==> config.mk <==
export PLATFORM = sky130hd
export DESIGN_NAME = strided_wrap_counter
export DESIGN_NICKNAME = d
export VERILOG_FILES = /design/src/rtl/wrapctr_pkg.sv /design/src/rtl/wrapctr_capture.sv /design/src/rtl/wrapctr_adv.sv /design/src/rtl/strided_wrap_counter.sv
export SDC_FILE = /design/constraint.sdc
export NUM_CORES = 1
export LEC_CHECK = 0
export BUFFER_PORTS_ARGS = -buffer_cell sky130_fd_sc_hd__buf_4
export CAP_MARGIN = 20
export CORE_ASPECT_RATIO = 1.75
export CORE_MARGIN = 2
export CORE_UTILIZATION = 45
export DETAILED_ROUTE_END_ITERATION = 12
export PLACE_DENSITY_LB_ADDON = 0.25
export SLEW_MARGIN = 20
export SYNTH_ARGS = -nofsm -noshare
export SYNTH_HDL_FRONTEND = slang
export SYNTH_SLANG_ARGS = --single-unit
==> constraint.sdc <==
create_clock -name clk -period 8.3 [get_ports clk]
set_input_delay 0.83 -clock clk [delete_from_list [all_inputs] [get_ports clk]]
set_output_delay 0.83 -clock clk [all_outputs]
set_load 0.02 [all_outputs]
==> src/rtl/wrapctr_pkg.sv <==
package wrapctr_pkg;
    // PH_CLIMB: count below the working wrap point
    // PH_TOP  : count equals the working wrap point
    typedef enum logic {
        PH_CLIMB = 1'b0,
        PH_TOP   = 1'b1
    } phase_e;
endpackage

==> src/rtl/wrapctr_capture.sv <==
module wrapctr_capture #(
    parameter int W = 16
) (
    input  logic         clk,
    input  logic         rst,
    input  logic         start,
    input  logic [W-1:0] cfg_max,
    input  logic [W-1:0] cfg_step,
    output logic [W-1:0] max_q,
    output logic [W-1:0] step_q
);
    localparam logic [W-1:0] DEF_MAX  = '1;
    localparam logic [W-1:0] DEF_STEP = W'(1);

    // Parameters are latched only on the start strobe and then held
    always_ff @(posedge clk) begin
        if (rst) begin
            max_q  <= DEF_MAX;
            step_q <= DEF_STEP;
        end else if (start) begin
            max_q  <= cfg_max;
            step_q <= cfg_step;
        end
    end
endmodule

==> src/rtl/wrapctr_adv.sv <==
module wrapctr_adv #(
    parameter int W = 16
) (
    input  logic [W-1:0] cur,
    input  logic [W-1:0] step,
    input  logic [W-1:0] lim,
    output logic [W-1:0] sum,
    output logic         hit,
    output logic         over
);
    localparam int XW = W + 1;

    logic [XW-1:0] ext_sum;
    logic [XW-1:0] ext_lim;

    // One extra bit keeps the carry, so a wrap past the top of the
    // count range reads as an overshoot instead of a small value
    always_comb begin
        ext_sum = {1'b0, cur} + {1'b0, step};
        ext_lim = {1'b0, lim};
        sum     = ext_sum[W-1:0];
        hit     = (ext_sum == ext_lim);
        over    = (ext_sum >  ext_lim);
    end
endmodule

==> src/rtl/strided_wrap_counter.sv <==
module strided_wrap_counter
    import wrapctr_pkg::*;
#(
    parameter int WIDTH = 16
) (
    input  logic             clk,
    input  logic             rst,
    input  logic             en,
    input  logic             start,
    input  logic [WIDTH-1:0] cfg_max,
    input  logic [WIDTH-1:0] cfg_step,
    output logic [WIDTH-1:0] count,
    output logic             wrap
);
    localparam logic [WIDTH-1:0] ZERO = '0;

    logic [WIDTH-1:0] max_q;
    logic [WIDTH-1:0] step_q;
    logic [WIDTH-1:0] sum;
    logic             hit;
    logic             over;

    phase_e           phase_q;
    phase_e           phase_d;
    logic [WIDTH-1:0] count_q;
    logic [WIDTH-1:0] count_d;
    logic             wrap_q;
    logic             wrap_d;

    wrapctr_capture #(.W(WIDTH)) u_capture (
        .clk      (clk),
        .rst      (rst),
        .start    (start),
        .cfg_max  (cfg_max),
        .cfg_step (cfg_step),
        .max_q    (max_q),
        .step_q   (step_q)
    );

    wrapctr_adv #(.W(WIDTH)) u_adv (
        .cur  (count_q),
        .step (step_q),
        .lim  (max_q),
        .sum  (sum),
        .hit  (hit),
        .over (over)
    );

    // Next-state and next-output logic
    always_comb begin
        phase_d = phase_q;
        count_d = count_q;
        wrap_d  = 1'b0;
        if (start) begin
            count_d = ZERO;
            phase_d = (cfg_max == ZERO) ? PH_TOP : PH_CLIMB;
        end else begin
            unique case (phase_q)
                PH_TOP: begin
                    count_d = ZERO;
                    wrap_d  = 1'b1;
                    phase_d = (max_q == ZERO) ? PH_TOP : PH_CLIMB;
                end
                PH_CLIMB: begin
                    if (en) begin
                        if (over) begin
                            count_d = ZERO;
                            wrap_d  = 1'b1;
                        end else if (hit) begin
                            count_d = sum;
                            phase_d = PH_TOP;
                        end else begin
                            count_d = sum;
                        end
                    end
                end
                default: begin
                    count_d = ZERO;
                    phase_d = PH_CLIMB;
                end
            endcase
        end
    end

    // State register
    always_ff @(posedge clk) begin
        if (rst) phase_q <= PH_CLIMB;
        else     phase_q <= phase_d;
    end

    // Output registers
    always_ff @(posedge clk) begin
        if (rst) begin
            count_q <= ZERO;
            wrap_q  <= 1'b0;
        end else begin
            count_q <= count_d;
            wrap_q  <= wrap_d;
        end
    end

    assign count = count_q;
    assign wrap  = wrap_q;
endmodule

=== Word level (Yosys, flattened, before mapping) ===
Index checks and enable logic that the tools add are counted.

* Memories: 0
* Output and inout bits: 17
* RAM bits: 0
* Bits in latches: 0
* Register bits: 50
* Logic and storage cells: 26
* ROM bits: 0

* Eq/ne operators: 2
* Bitwise logic cells: 1
* Divide/modulo/power cells: 0
* Reductions and logical operators: 3
* Multipliers: 0
* Shifts and indexed selects: 0
* Multiplexer cells: 13
* $add $sub $neg: 1
* Order comparisons: 1

{| class="wikitable"
|+ Operators with widths
! cell !! number
|-
| $logic_not A16 Y1 || 2
|-
| $mux W16 || 2
|-
| $pmux W16 S2 || 1
|-
| $add A16 B16 Y17 || 1
|-
| $eq A17 B16 Y1 || 1
|-
| $gt A17 B16 Y1 || 1
|-
| $mux W1 || 8
|-
| $pmux W1 S2 || 2
|-
| $ne A2 B2 Y1 const B || 1
|-
| $reduce_or A2 Y1 || 1
|-
| $not A1 Y1 || 1
|}

=== Longest topological paths before layout ===
* Depth in word-level cells: 7
* Gate-level depth with buffers: 16
* Depth with buffers taken out: 15

=== By module ===
Synthesis repeated with hierarchy kept, for this count alone.

* Cells, all modules: 330
* Area total of the unflattened synthesis: 3,015.4 µm²

{| class="wikitable"
|+ Modules (own cells, without submodules)
! module !! cells an instance !! seq. area each (µm²) !! times used !! area an instance (µm²)
|-
| wrapctr_capture || 104 || 640.6 || 1 || 1,178.6
|-
| wrapctr_adv || 152 || 0.0 || 1 || 1,133.6
|-
| strided_wrap_counter || 74 || 360.3 || 1 || 703.2
|}

=== Worst setup path after synthesis ===
No wires, ideal clock.

* Path type: reg-to-reg
* From: reg count_q[0] (netlist: count[0])
* To: reg count_q[10] (netlist: count[10])
* Setup slack: 4.713 ns
* Cell stages (with the launch flop): 17
* Setup time: 0.117 ns
* Path buffers: 1
* Arrival time: 3.471 ns
* Path through: dfxtp_1 -> ha_1 -> inv_1 -> fa_1 -> nor2b_4 -> o31a_1 -> o21a_1 -> a2111oi_0 -> or3_1 -> ha_1 -> and3_1 -> nand3_1 -> nand2b_1 -> a311oi_2 -> nor3_4 -> buf_6 -> a22o_1

* Word-level cells in the longest chain between the ends: 5

{| class="wikitable"
|+ Ends and longest elaborated chain
! what !! line !! RTL
|-
| start, declared || strided_wrap_counter.sv:25 || <nowiki>logic [WIDTH-1:0] count_q;</nowiki>
|-
| start signal, assigned || strided_wrap_counter.sv:97 || <nowiki>count_q <= count_d;</nowiki>
|-
| $add A16 B16 Y17 * || wrapctr_adv.sv:19 || <nowiki>ext_sum = {1'b0, cur} + {1'b0, step};</nowiki>
|-
| $gt A17 B16 Y1 || wrapctr_adv.sv:23 || <nowiki>over = (ext_sum > ext_lim);</nowiki>
|-
| $mux W16 * || strided_wrap_counter.sv:66 || <nowiki>if (over) begin</nowiki>
|-
| $mux W16 * || strided_wrap_counter.sv:65 || <nowiki>if (en) begin</nowiki>
|-
| $pmux W16 S2 * || strided_wrap_counter.sv:58 || <nowiki>unique case (phase_q)</nowiki>
|}

Every way passes the cells marked *; elsewhere a longest branch is shown, timed or not. The select of a mux whose other input is x is not followed.
A chain may end at the register's enable or synchronous reset.

=== Worst setup path in the final report ===
* From: reg count_q[0] (netlist: count[0])
* To: reg count_q[5] (netlist: count[5])

Same word-level chain as after synthesis.

==> results by stage <==
Layout:
- The post-synthesis to final-layout area growth is 20.5%.
- The number of diodes added for antenna fixing is 0.
- The final design area excluding fillers is 3600 sq um.
- The final standard cell count with taps included and fillers excluded is 467.
- The final design utilization is 0.555.
- The library cells used most frequently in the layout, excluding fill and tap cells, are sky130_fd_sc_hd__buf_4, sky130_fd_sc_hd__dfxtp_1, sky130_fd_sc_hd__ha_1, sky130_fd_sc_hd__nor2_1, sky130_fd_sc_hd__nand2_1.
- The final layout net count is 453.
- The proportion of layout cells with a drive suffix above 1 is 0.177.
- The leading cell type in the layout, fill and taps excluded is sky130_fd_sc_hd__buf_4.

Die:
- The die height is 112 um.
- The area of the die is 7330 sq um.
- The core box area is 6490 sq um.
- 53 I/O pins were placed.
- For this configuration, the core starts out at a cell density of 0.460.
- From left edge to right edge, the die measures 65.6 um.
- The placement row count is 39.

Routing:
- The first-iteration detailed-routing DRC count is 67.
- The average routed wire per standard cell is 16.1 um.
- For this block, the routed nets add up to 7530 um of wire.
- The DRC violations left is 0.
- The first detailed-routing pass took 4 iterations.
- The detailed router placed 2,653 vias in this run.
- The count of nets left with antenna violations once routing finished came out at 0.
- The post-detailed-route via-to-cell ratio is 5.68.

Logic synthesis:
- The share of synthesized cell area in and, or, nand and nor gates is 0.170.
- The compound-gate portion of the synthesized area was 0.211.
- Measured against the total synthesized area, the mux share comes to 0.0641.
- Of the total synthesized cell area, the portion taken by XOR and XNOR cells is 0.0264.
- After synthesis the cells add up to 2990 sq um.
- Counting every instance in the synthesized netlist gives 340.
- By area, the combinational part of the netlist is dominated by compound AO/OA/AOI/OAI gates.
- The most used flip-flop cell after synthesis is sky130_fd_sc_hd__dfxtp_1.
- The total number of yosys warnings is 0.
- The per-instance average area after synthesis is 8.79 sq um.
- The share of the yosys chip area belonging to registers is 0.335.
- The arithmetic-cell share of the synthesized area counting full adders, half adders and majority gates is 0.141.
- The post-synthesis net count is 409.
- The count of different cell masters after synthesis is 55.
- The number of enable flip-flop cells after synthesis is 0.
- After synthesis the netlist holds a flip-flop and latch count of 50.
- After synthesis, the share of flip-flops with an asynchronous set or reset is 0.

Global routing:
- The initial antenna violation count is 0.
- After global routing the overflow that remains totals 0.
- The first-pass GRT wire length is 12,600 um.
- The number of global-route vias before repair is 2,658.
- Entering global routing, the biggest net connects 50 pins.
- The global-route usage over all layers is 0.223.

Power:
- For this design the total switching power over the nets is 155 uW.
- The largest voltage drop on the vdd net is 0.131 mV.
- The portion of total power attributed to the clock network is 0.395.
- The total leakage power is 1.69 nW.
- For this design the ratio of total power to cell area is 165 nW/um^2.
- The internal portion of total power is 439 uW.
- Of the total power, combinational logic draws 0.168.
- The switching portion of total power is 0.261.
- Overall power consumption after layout is estimated at 594 uW.
- Of the total power, registers draw 0.436.

Clock tree:
- In this run the deepest clock path goes through 2 buffers.
- The post-CTS clock slew at the launch and capture registers of the worst setup and hold paths is 0.07 ns.
- TritonCTS built the clock tree.
- TritonCTS created 5 clock buffers.
- The clock tree synthesis step divided the H-tree into 2 levels.
- In this run, post-CTS hold repair placed 0 buffers.
- The post-cts repair resize count is 0.
- The root buffer cell chosen for the clock tree is sky130_fd_sc_hd__clkbuf_16.
- Clock latency on the worst-skew pair, taken at its later pin, is 0.29 ns.
- CTS saw 50 sinks.
- In this run the post-CTS setup repair buffer count came out at 0.

Worst setup path:
- The critical path is of the flop to flop type.
- The critical path's most frequent cell is sky130_fd_sc_hd__ha_1.
- In this design, the largest share of critical-path delay is due to simple AND/OR/NAND/NOR gates.
- The data arrival time of the critical path is 4.36 ns.
- The worst setup path is captured at a flop.
- STA classifies the critical path startpoint as a flop.
- The cell with the largest stage delay on the worst path is sky130_fd_sc_hd__nor3_4.
- Walking the worst path, the cells encountered are ha_1 > inv_1 > fa_1 > nor2b_4 > o31a_1 > o21a_1 > a2111oi_0 > or3_1 > ha_1 > and3_1 > nand3_1 > nor3_1 > a311oi_2 > nor3_4 > a22o_1.
- At the worst endpoint, the required time is 8.54 ns.
- The delay of the slowest cell on the worst path is 0.58 ns.
- Along the worst path, the maximum fanout reaches 14.
- The number of buffer and inverter instances along the worst setup path is 1.

STA:
- The clock arrives with 0.00499 ns of skew.
- Setup repair after global routing left no endpoint under its margin.
- The time the worst path needs with I/O delays and setup is 4.12 ns.
- The number of max-slew violations in the final report is 0.
- The share of the cycle needed by the critical path after routing is 0.497.
- The final number of hold-violating endpoints is 0.
- The fmax is 243 MHz.
- The count of final setup violators is 0.
- The final setup TNS is 0 ns.
- For the pin with the worst max-slew slack, the measured transition is 0.940 ns.
- The relative slew slack is 0.368.

Flow run:
- The max-cap violation count is 0.

Hold path:
- The tightest min-delay check is of the flop to flop type.

Placed design:
- At the end of routability-driven placement, the weighted congestion stood at 0.965.
- In this run, placement finished with an instance count of 459.
- The half-perimeter wire length of the detailed placement result is 5850 um.
- During placement, the flow inserted port buffers numbering 52.
- The cell area after placement is 3430 sq um.

Status:
- The flow ran to the end, and the final reports show no timing, DRC or antenna violations.
-- synthesized netlist by cell type, types with 2 or more instances --
library cell	instances	area, sq um
sky130_fd_sc_hd__a21oi_1	13	65.1
sky130_fd_sc_hd__nand2_1	25	93.8
sky130_fd_sc_hd__nor3_1	6	30.0
sky130_fd_sc_hd__buf_2	2	10.0
sky130_fd_sc_hd__and4_1	2	17.5
sky130_fd_sc_hd__inv_1	24	90.1
sky130_fd_sc_hd__o21ai_0	18	90.1
sky130_fd_sc_hd__and3_1	2	12.5
sky130_fd_sc_hd__mux2i_1	18	180
sky130_fd_sc_hd__o21a_1	5	37.5
sky130_fd_sc_hd__buf_1	2	7.51
sky130_fd_sc_hd__dfxtp_1	50	1000
sky130_fd_sc_hd__nand3_1	4	20.0
sky130_fd_sc_hd__a211oi_1	3	22.5
sky130_fd_sc_hd__o211ai_1	16	120
sky130_fd_sc_hd__o21bai_1	3	22.5
sky130_fd_sc_hd__a22o_1	14	123
sky130_fd_sc_hd__nand4_1	6	37.5
sky130_fd_sc_hd__nor2_1	30	113
sky130_fd_sc_hd__xnor2_1	7	61.3
sky130_fd_sc_hd__o21ai_1	3	15.0
sky130_fd_sc_hd__xor2_1	2	17.5
sky130_fd_sc_hd__or4_1	2	15.0
sky130_fd_sc_hd__nor4_1	5	31.3
sky130_fd_sc_hd__or3_1	3	18.8
sky130_fd_sc_hd__clkbuf_1	10	37.5
sky130_fd_sc_hd__a31oi_1	2	12.5
sky130_fd_sc_hd__nand2b_1	4	25.0
sky130_fd_sc_hd__a21o_1	2	15.0
sky130_fd_sc_hd__ha_1	32	400
-- worst reg2reg max path, stage by stage (launching register included) --
cell,delay [ns]
sky130_fd_sc_hd__dfxtp_1,0.36
sky130_fd_sc_hd__ha_1,0.20
sky130_fd_sc_hd__inv_1,0.06
sky130_fd_sc_hd__fa_1,0.43
sky130_fd_sc_hd__nor2b_4,0.14
sky130_fd_sc_hd__o31a_1,0.23
sky130_fd_sc_hd__o21a_1,0.23
sky130_fd_sc_hd__a2111oi_0,0.11
sky130_fd_sc_hd__or3_1,0.46
sky130_fd_sc_hd__ha_1,0.30
sky130_fd_sc_hd__and3_1,0.20
sky130_fd_sc_hd__nand3_1,0.11
sky130_fd_sc_hd__nor3_1,0.32
sky130_fd_sc_hd__a311oi_2,0.13
sky130_fd_sc_hd__nor3_4,0.58
sky130_fd_sc_hd__a22o_1,0.23
-- per-layer routing --
layer | track usage | vias up | share of wire
met2 | 0.403 | 58 | 0.54
met3 | 0.0364 | 22 | 0.034
met4 | 0.115 | 0 | 0.042
met1 | 0.240 | 1238 | 0.39
met5 | 0 | - | 0
li1 | - | 1335 | -
-- cell type report --
| type | instances | area (sq um) |
|---|---|---|
| Tap cell | 82 | 103 |
| Clock inverter | 3 | 45.0 |
| Sequential cell | 50 | 1000 |
| Clock buffer | 5 | 125 |
| Inverter | 25 | 93.8 |
| Multi-Input combinational cell | 250 | 1840 |
| Fill cell | 613 | 2890 |
| Timing Repair Buffer | 52 | 390 |
-- power by group through the flow --
stage	logic [mW]	clock network (mW)	registers [mW]
floorplan	0.0635	0	0.265
global placement	0.0975	0	0.265
detailed placement	0.100	0	0.265
CTS	0.101	0.239	0.259
global route	0.113	0.248	0.261
finish	0.100	0.235	0.259
-- final timing paths --
kind | depth (start not counted) | slack, ns | endpoint | from
setup / recovery | 15 | 4.18 | count[5] | count[0]
hold / removal | 2 | 0.48 | count[0] | count[0]
setup reg to reg | 15 | 4.18 | count[5] | count[0]
hold reg to reg | 2 | 0.48 | count[0] | count[0]
-- sequential cells by signal (all words and copies together) (netlist names) --
name / count
u_capture.step_q: 16
wrap: 1
count: 16
phase_q: 1
u_capture.max_q: 16
-- metrics by stage --
step	hold slack, ns	setup slack [ns]
2_1_floorplan	0.446	4.71
3_3_place_gp	0.464	4.28
3_5_place_dp	0.470	4.24
4_1_cts	0.480	4.15
5_1_grt	0.505	3.85
6_report	0.476	4.18
-- cells by family after synthesis --
| kind of cell | Yosys count |
|---|---|
| simple gates | 99 |
| mux | 19 |
| flops | 50 |
| buf+inv | 40 |
| xor+xnor | 9 |
| fa+ha+maj | 33 |
| compound gates | 90 |
Note: power is estimated with default switching activity, not from simulation.
